`config.mk`:
```
export PLATFORM = sky130hd
export DESIGN_NAME = sn_sort_pipe
export DESIGN_NICKNAME = d
export VERILOG_FILES = /design/src/rtl/sn_pkg.sv /design/src/rtl/sn_cas.sv /design/src/rtl/sn_stage.sv /design/src/rtl/sn_sort_pipe.sv
export SDC_FILE = /design/constraint.sdc
export NUM_CORES = 1
export LEC_CHECK = 0
export ABC_AREA = 1
export BUFFER_PORTS_ARGS = -buffer_cell sky130_fd_sc_hd__clkbuf_2
export CAP_MARGIN = 20
export CELL_PAD_IN_SITES_DETAIL_PLACEMENT = 0
export CELL_PAD_IN_SITES_GLOBAL_PLACEMENT = 2
export CORE_MARGIN = 3
export CORE_UTILIZATION = 30
export CTS_CLUSTER_DIAMETER = 30
export CTS_CLUSTER_SIZE = 30
export DETAILED_ROUTE_END_ITERATION = 10
export PLACE_DENSITY = 0.71
export SYNTH_ARGS = -nofsm -noshare
export SYNTH_HDL_FRONTEND = slang
export SYNTH_SLANG_ARGS = --single-unit
export TNS_END_PERCENT = 5
```
`constraint.sdc`:
```
create_clock -name clk -period 1.6 [get_ports clk]
set_input_delay 0.08 -clock clk [delete_from_list [all_inputs] [get_ports clk]]
set_output_delay 0.08 -clock clk [all_outputs]
set_load 0.01 [all_outputs]
```
`src/rtl/sn_pkg.sv`:
```
package sn_pkg;

   // Number of register stages for a supported lane count.
   function automatic int stage_count(int lanes);
      return (lanes == 4) ? 3 : lanes;
   endfunction

   // Lane compared with `lane` in stage `stg`; returns `lane` itself when
   // the lane is not touched in that stage.
   function automatic int partner(int lanes, int stg, int lane);
      if (lanes == 4) begin
         case (stg)
            0:       return lane ^ 1;
            1:       return lane ^ 2;
            default: return (lane == 1) ? 2 : ((lane == 2) ? 1 : lane);
         endcase
      end
      if ((stg % 2) == 0) return lane ^ 1;
      if ((lane == 0) || (lane == lanes - 1)) return lane;
      return ((lane % 2) == 1) ? lane + 1 : lane - 1;
   endfunction

endpackage

```
`src/rtl/sn_cas.sv`:
```
module sn_cas #(
   parameter int KEY_W = 16
) (
   input  logic [KEY_W-1:0] a_i,
   input  logic [KEY_W-1:0] b_i,
   output logic [KEY_W-1:0] lo_o,
   output logic [KEY_W-1:0] hi_o
);
   logic swap;

   // Swap only on strict greater-than, so equal keys keep their lanes.
   assign swap = (a_i > b_i);
   assign lo_o = swap ? b_i : a_i;
   assign hi_o = swap ? a_i : b_i;
endmodule

```
`src/rtl/sn_stage.sv`:
```
module sn_stage #(
   parameter int LANES = 4,
   parameter int KEY_W = 16,
   parameter int STG   = 0
) (
   input  logic                   clk,
   input  logic                   rst_n,
   input  logic                   v_i,
   input  logic [LANES*KEY_W-1:0] d_i,
   output logic                   v_o,
   output logic [LANES*KEY_W-1:0] d_o
);
   localparam int BUS_W = LANES * KEY_W;

   logic [KEY_W-1:0] lane_in  [LANES];
   logic [KEY_W-1:0] lane_net [LANES];
   logic [BUS_W-1:0] net_flat;

   for (genvar i = 0; i < LANES; i++) begin : g_lane
      localparam int P = sn_pkg::partner(LANES, STG, i);

      if ((P < 0) || (P >= LANES) || (sn_pkg::partner(LANES, STG, P) != i)) begin : g_bad
         $error("sn_stage: inconsistent comparator schedule at stage %0d lane %0d", STG, i);
      end

      assign lane_in[i] = d_i[i*KEY_W +: KEY_W];

      if (P > i) begin : g_cas
         sn_cas #(.KEY_W(KEY_W)) u_cas (
            .a_i  (lane_in[i]),
            .b_i  (lane_in[P]),
            .lo_o (lane_net[i]),
            .hi_o (lane_net[P])
         );
      end else if (P == i) begin : g_pass
         assign lane_net[i] = lane_in[i];
      end

      assign net_flat[i*KEY_W +: KEY_W] = lane_net[i];
   end

   always_ff @(posedge clk or negedge rst_n) begin
      if (!rst_n) begin
         v_o <= 1'b0;
         d_o <= '0;
      end else begin
         v_o <= v_i;
         if (v_i) d_o <= net_flat;
      end
   end
endmodule

```
`src/rtl/sn_sort_pipe.sv`:
```
module sn_sort_pipe #(
   parameter int LANES = 4,
   parameter int KEY_W = 16
) (
   input  logic                   clk,
   input  logic                   rst_n,
   input  logic                   in_valid,
   input  logic [LANES*KEY_W-1:0] in_data,
   output logic                   out_valid,
   output logic [LANES*KEY_W-1:0] out_data
);
   localparam int STAGES = sn_pkg::stage_count(LANES);
   localparam int BUS_W  = LANES * KEY_W;

   if ((LANES != 4) && (LANES != 8)) begin : g_bad_lanes
      $error("sn_sort_pipe: LANES must be 4 or 8, got %0d", LANES);
   end
   if (KEY_W < 1) begin : g_bad_width
      $error("sn_sort_pipe: KEY_W must be at least 1");
   end

   logic [STAGES:0] v_chain;
   logic [BUS_W-1:0] d_chain [STAGES+1];

   assign v_chain[0] = in_valid;
   assign d_chain[0] = in_data;

   for (genvar s = 0; s < STAGES; s++) begin : g_stage
      sn_stage #(.LANES(LANES), .KEY_W(KEY_W), .STG(s)) u_stg (
         .clk   (clk),
         .rst_n (rst_n),
         .v_i   (v_chain[s]),
         .d_i   (d_chain[s]),
         .v_o   (v_chain[s+1]),
         .d_o   (d_chain[s+1])
      );
   end

   assign out_valid = v_chain[STAGES];
   assign out_data  = d_chain[STAGES];
endmodule

```
==> results of run 1 <==
==> tightest hold or removal path, delay by kind of cell <==
family / cells / cell delay, ps
AND/OR/NAND/NOR: 3 / 210
buffers and inverters: 2 / 150
==> synth_stat cells, types with 3 or more instances <==
master,instances,area (µm²)
clkbuf_1,53,199
buf_4,70,526
nand4_1,5,31.3
buf_6,9,101
a21o_1,5,37.5
o21ai_0,5,25.0
a21oi_1,30,150
inv_2,3,11.3
ha_1,80,1000
inv_1,180,676
nor3_2,5,50.1
buf_2,15,75.1
nor2_1,25,93.8
dfrtp_1,195,4880
nand3_1,325,1630
nand2_1,656,2460
nand3_2,5,50.1
nand2_2,10,62.6
==> path summary, 6_finish.rpt <==
kind | slack (ps) | endpoint | from
hold reg to reg | 470 | g_stage[2].u_stg.d_o[1] | g_stage[2].u_stg.d_o[1]
setup / recovery | -310 | g_stage[2].u_stg.d_o[32] | g_stage[1].u_stg.d_o[40]
setup reg to reg | -310 | g_stage[2].u_stg.d_o[32] | g_stage[1].u_stg.d_o[40]
hold / removal | 20 | g_stage[0].u_stg.d_o[36] | in_data[36]
min in group asynchronous | 130 | g_stage[2].u_stg.d_o[9] | rst_n
max in group asynchronous | 840 | g_stage[0].u_stg.d_o[57] | rst_n
==> area by class of cell <==
| cell class | instances | area (µm²) |
|---|---|---|
| clock buffers | 18 | 429 |
| repair buffers | 390 | 2930 |
| well taps | 518 | 648 |
| fillers | 4126 | 23400 |
| inverters | 183 | 687 |
| flip-flops and latches | 195 | 4880 |
| clock inverters | 13 | 150 |
| multi-input cells | 1151 | 6070 |
==> per-stage QoR <==
| stage | std cells | TNS (ps) | area (µm²) | setup slack (ps) |
|---|---|---|---|---|
| floorplan | 1677 | -2200 | 12100 | -30.8 |
| global placement | 2420 | -32060 | 14500 | -446 |
| detailed placement | 2420 | -33680 | 14500 | -440 |
| CTS | 2458 | -22730 | 15500 | -316 |
| global route | 2468 | -35700 | 15800 | -463 |
| finish | 2468 | -23320 | 15800 | -313 |
==> routing by layer <==
layer  global-route usage  vias up  part of all wire
li1                     -     5748                 -
met1                0.265     5202              0.50
met2                0.284      221              0.45
met3               0.0216       31             0.039
met4               0.0470        0             0.018
met5                    0        -                 0
==> cell families (layout without fill, tap and decap cells) <==
family	Yosys count	in the layout
flip-flops	195	195
AO/OA/AOI/OAI	40	40
buffers and inverters	331	604
AND/OR/NAND/NOR	1031	1031
adder cells (fa/ha/maj)	80	80
==> sequential cells by signal, summed over array words and instances, names as in the netlist <==
| signal | cells |
|---|---|
| g_stage.u_stg.d_o | 192 |
| g_stage.u_stg.v_o | 3 |
==> where the power goes <==
group          internal (mW)  switching (mW)  leakage [nW]  total (mW)
clock                   2.33            2.07         0.277        4.40
combinational           4.17            5.15          6.23        9.32
sequential              6.27           0.921          2.37        7.19
==> layout by cell type, fill, tap and decap left out, types with 2 or more instances in the layout <==
| cell type | synthesis | routed |
|---|---|---|
| inv_1 | 180 | 156 |
| nor2_2 | 0 | 4 |
| nand2_1 | 656 | 641 |
| o21ai_0 | 5 | 3 |
| nand3_4 | 0 | 2 |
| dfrtp_1 | 195 | 191 |
| buf_12 | 0 | 19 |
| inv_6 | 0 | 4 |
| clkinvlp_4 | 0 | 3 |
| nor2_1 | 25 | 21 |
| clkbuf_2 | 0 | 130 |
| bufinv_16 | 0 | 2 |
| ha_4 | 0 | 15 |
| dfrtp_2 | 0 | 4 |
| nand3_2 | 5 | 28 |
| nand3_1 | 325 | 300 |
| nor3_4 | 0 | 2 |
| nand2_2 | 10 | 17 |
| nand2_8 | 0 | 2 |
| inv_8 | 0 | 2 |
| nand4_1 | 5 | 5 |
| a21oi_2 | 0 | 7 |
| dlygate4sd3_1 | 0 | 2 |
| clkbuf_16 | 0 | 19 |
| a21oi_1 | 30 | 23 |
| nor3_2 | 5 | 3 |
| buf_6 | 9 | 3 |
| clkinv_2 | 0 | 2 |
| ha_1 | 80 | 65 |
| a21o_1 | 5 | 5 |
| buf_4 | 70 | 231 |
| nand2_4 | 0 | 6 |
| inv_2 | 3 | 27 |
==> repair_timing <==
item / CTS / global route
gates resized for setup: 72 / 41
gates cloned: 1 / 2
hold buffers: 2 / 0
hold endpoints to repair: 196 / 0
pin swaps: 17 / 18
buffers inserted: 4 / 8
setup endpoints to repair: 96 / 96
==> metrics.yaml, run 1 <==
synth_compound_area_frac: 0.0176
layout-drive-gt1-share: 0.275
synthFlopType: "dfrtp_1"
synth_edf_count: 0
wirelength_um: 37900
gp_congestion: 0.793
ioPinCount: 132
die_h_um: 207
die_area_mm2: 0.0426
critPathMaxStageDelay_ps: 410
clkTransAtPathRegs_ps: 70
cts.sinks: 195
cp_num_cells: 11
clock_latency_ps: 450
rows: 72
setup_viol_count_final: 96
fp.dieW_um: 207
crit_path_cell_trace: "inv_2 -> ha_4 -> nand4_1 -> nor3_2 -> nand2_1 -> nand2_4 -> nand2_8 -> clkbuf_16 -> nand2_2 -> nand3_2 -> nand2_1"
grt_use_total: 0.181
worst-setup-path-type: "register to register"
rsz0062_at_grt: "yes"
avgSynthCellArea_um2: 7.19
crit_path_start_kind: "register"
synth_warnings: 0
worstPathRequired_ps: 1980
vias: 11200
slew_viol_final: 0
min_path_type: "input port to register"
r2r_cells: 11
gr-total-overflow: 0
min_period_ps: 1910
yosysSeqAreaShare: 0.405
yosys.area_share.adder: 0.0830
path_delay_family: "simple AND/OR/NAND/NOR gates"
ys_async_sr_fraction: 1.00
wl_per_cell_um: 15.4
final_util: 0.403
ys_seq_elements: 195
dr.first_iter.drc_count: 828
p_leak_nw: 8.88
syn-cell-area_mm2: 0.0121
drc: 0
firstDrtPassIters: 5
dp_hpwl_um: 29400
hold-worst-slack_ps: 24.9
crit_top_cell: "nand2_1"
synth_simple_gate_area_frac: 0.363
grt_max_degree: 66
synth_top_family_by_area: "simple AND/OR/NAND/NOR gates"
antennaDiodeCount: 0
final_nets: 2085
vias_per_cell: 4.54
violations: "setup timing"
ir_drop_mv: 0.891
synth_xor_area_frac: 0
cts_made_buffers: 17
initial_utilization: 0.308
worstPathBufferInverterCount: 2
period_share: 1.20
status: "complete, but fails checks"
synth_mux_area_frac: 0
yosysUniqueCellTypes: 19
worstSetupEndpointType: "register"
critPathMaxFanout: 9
finalWorstSetupSlack_ps: -313
finClkSkew_ps: 15.2
power_density_mw_per_mm2: 1320
finalPower_mw: 20.9
antenna_found_initial: 0
grt_pass1_vias: 10800
clockBufferDepth: 2
synth_nets: 1824
arrival_ps: 2300
max_freq_mhz: 523
root_buffer: "clkbuf_16"
min_path_cells: 5
cts_tree: "done"
ant_nets: 0
area_delta_synth_final_pct: 30.9
slew_headroom: 0.560
finalHoldViolCount: 0
worst_pin_slew_ps: 661
cap_viol_max_count: 0
core_area_mm2: 0.0392
cts_htree_levels: 4
grt_pass1_wl_um: 60400
portBuffers: 131
crit_path_top_delay_cell: "dfrtp_1"
syn_inst: 1677
(Power assumes the default switching activity.)
==> run 2: changes to the inputs <==
--- a/config.mk
+++ b/config.mk
@@ -10,12 +10,12 @@
 export CAP_MARGIN = 20
 export CELL_PAD_IN_SITES_DETAIL_PLACEMENT = 0
 export CELL_PAD_IN_SITES_GLOBAL_PLACEMENT = 2
-export CORE_MARGIN = 3
 export CORE_UTILIZATION = 30
 export CTS_CLUSTER_DIAMETER = 30
 export CTS_CLUSTER_SIZE = 30
 export DETAILED_ROUTE_END_ITERATION = 10
 export PLACE_DENSITY = 0.71
+export SETUP_SLACK_MARGIN = 0.02
 export SYNTH_ARGS = -nofsm -noshare
 export SYNTH_HDL_FRONTEND = slang
 export SYNTH_SLANG_ARGS = --single-unit
==> run 2 against run 1 <==
  * Die area decreased by 3.8%
  * Via count down 0.14%
  * Critical path depth is 3 lower
  * Flip-flop and latch count unchanged
  * Utilization fell by 0.21 points
  * Register-to-register slack worse by 40 ps
  * Maximum frequency is 2.3% lower
  * Final area is 0.86% higher
  * First-iteration DRC count decreased by 11%
  * The run still ends with setup timing left
  * Clock skew rose by 2.9 ps
  * Final cell count grew 0.20%
==> metrics.yaml, run 2 (same netlist as run 1, synthesis figures left out) <==
clkTransAtPathRegs_ps: 80
combPwrFrac: 0.468
ant_nets: 0
core_area_mm2: 0.0397
crit_path_top_delay_cell: "dfrtp_1"
grt_use_total: 0.184
die_area_mm2: 0.0410
firstDrtPassIters: 5
slew_viol_final: 0
power_density_mw_per_mm2: 1340
largest_reg_flops: 192
nFillCells: 4169
wl_per_cell_um: 14.9
cts.sinks: 195
r2r_cells: 8
ir_drop_mv: 0.744
p_sw_mw: 8.30
antennaDiodeCount: 0
place_ws_ps: -379
gr-total-overflow: 0
area_delta_synth_final_pct: 32.0
layout_commonest_cell: "nand2_1"
slew_headroom: 0.652
drc: 0
clockBufferDepth: 2
worstPathBufferInverterCount: 1
clock_latency_ps: 460
worstSetupEndpointType: "register"
antenna_found_initial: 0
rsz0062_at_grt: "yes"
ioPinCount: 132
worst_pin_slew_ps: 523
cts_tree: "done"
worstPathRequired_ps: 1990
layout-drive-gt1-share: 0.283
grt_max_degree: 88
setup_viol_count_final: 96
dr.first_iter.drc_count: 734
portBuffers: 131
crit_path_start_kind: "register"
finalHoldViolCount: 0
arrival_ps: 2350
tns_ps: -26520
grt_pass1_vias: 10900
finalWorstSetupSlack_ps: -358
fp.dieW_um: 203
status: "complete, but fails checks"
finClkSkew_ps: 18.1
path_delay_family: "simple AND/OR/NAND/NOR gates"
final_nets: 2082
vias_per_cell: 4.52
wirelength_um: 36900
min_period_ps: 1960
violations: "setup timing"
largest_registers: "g_stage.u_stg.d_o: 192 flops, g_stage.u_stg.v_o: 3 flops"
max_freq_mhz: 511
cap_viol_max_count: 0
vias: 11200
min_path_cells: 5
switching_share: 0.390
crit_top_cell: "nand3_1"
critPathMaxFanout: 32
cts_made_buffers: 17
dp_hpwl_um: 27700
initial_utilization: 0.304
p_leak_nw: 8.88
period_share: 1.22
rows: 73
largest_register: "g_stage.u_stg.d_o"
worst-setup-path-type: "register to register"
die_h_um: 203
min_path_type: "input port to register"
layout_common_cells: "nand2_1, nand3_1, buf_4"
cp_num_cells: 8
clkPwrFrac: 0.196
critPathMaxStageDelay_ps: 430
internal-power_mw: 13.0
cts_htree_levels: 4
grt_pass1_wl_um: 59300
gp_congestion: 0.838
root_buffer: "clkbuf_16"
crit_path_cell_trace: "ha_4 -> nand4_1 -> nor3_4 -> nand3_4 -> buf_6 -> nand3_1 -> nand3_1 -> nand2_1"
seqPwrFrac: 0.337
[run 2: power groups by stage]
stage / Sequential [mW] / Combinational (mW) / Clock (mW)
final: 7.16 / 9.95 / 4.17
after floorplan: 6.94 / 5.78 / 0
after CTS: 7.15 / 8.81 / 4.31
after detailed placement: 7.20 / 8.37 / 0
after global routing: 7.34 / 11.2 / 4.48
after global placement: 7.16 / 8.33 / 0
[run 2: worst paths after layout]
kind | end | startpoint | slack (ps)
worst min-delay path | g_stage[0].u_stg.d_o[36] | in_data[36] | 8
max in group asynchronous | g_stage[0].u_stg.d_o[27] | rst_n | 820
worst max-delay path | g_stage[1].u_stg.d_o[12] | g_stage[0].u_stg.d_o[10] | -360
min in group asynchronous | g_stage[1].u_stg.d_o[6] | rst_n | 20
worst max register to register | g_stage[1].u_stg.d_o[12] | g_stage[0].u_stg.d_o[10] | -360
worst min register to register | g_stage[2].u_stg.d_o[37] | g_stage[2].u_stg.d_o[37] | 470
[run 2: per-stage QoR]
step | utilization | cell area [µm²] | std cells | power [mW] | hold WS, ps
6_report | 0.401 | 15900 | 2473 | 21.3 | 7.74
5_1_grt | 0.401 | 15900 | 2473 | 23.0 | 27.8
4_1_cts | 0.386 | 15300 | 2454 | 20.3 | 3.42
3_5_place_dp | 0.364 | 14500 | 2419 | 15.6 | -60.8
3_3_place_gp | 0.364 | 14500 | 2419 | 15.5 | -60.3
2_1_floorplan | - | 12100 | 1677 | 12.7 | -216
[run 2: layer usage]
| metal | vias to the layer above | track usage | part of all wire |
|---|---|---|---|
| met2 | 202 | 0.288 | 0.46 |
| met3 | 34 | 0.0295 | 0.030 |
| met1 | 5211 | 0.263 | 0.50 |
| met5 | - | 0 | 0 |
| li1 | 5739 | - | - |
| met4 | 0 | 0.0446 | 0.017 |
[run 2: what timing repair did]
action | CTS | global route
pin swaps | 9 | 30
hold buffers | 1 | 0
setup endpoints to repair | 96 | 96
hold endpoints to repair | 195 | 0
buffers inserted | 2 | 14
gates resized for setup | 65 | 76
gates cloned | 0 | 5
[run 2: worst reg2reg max path, stage by stage (launching register included)]
cell and delay [ps]:
dfrtp_1 430, ha_4 290, nand4_1 150, nor3_4 280, nand3_4 180, buf_6 240, nand3_1 110, nand3_1 140
nand2_1 90
[run 2: final cells by class]
class	instances	area [µm²]	area share
multi-input combinational	1152	6210	0.390
sequential	195	4880	0.307
timing repair buffer	386	2930	0.184
inverter	183	687	0.0431
tap	525	657	0.0412
clock buffer	21	460	0.0289
clock inverter	11	95.1	0.00597
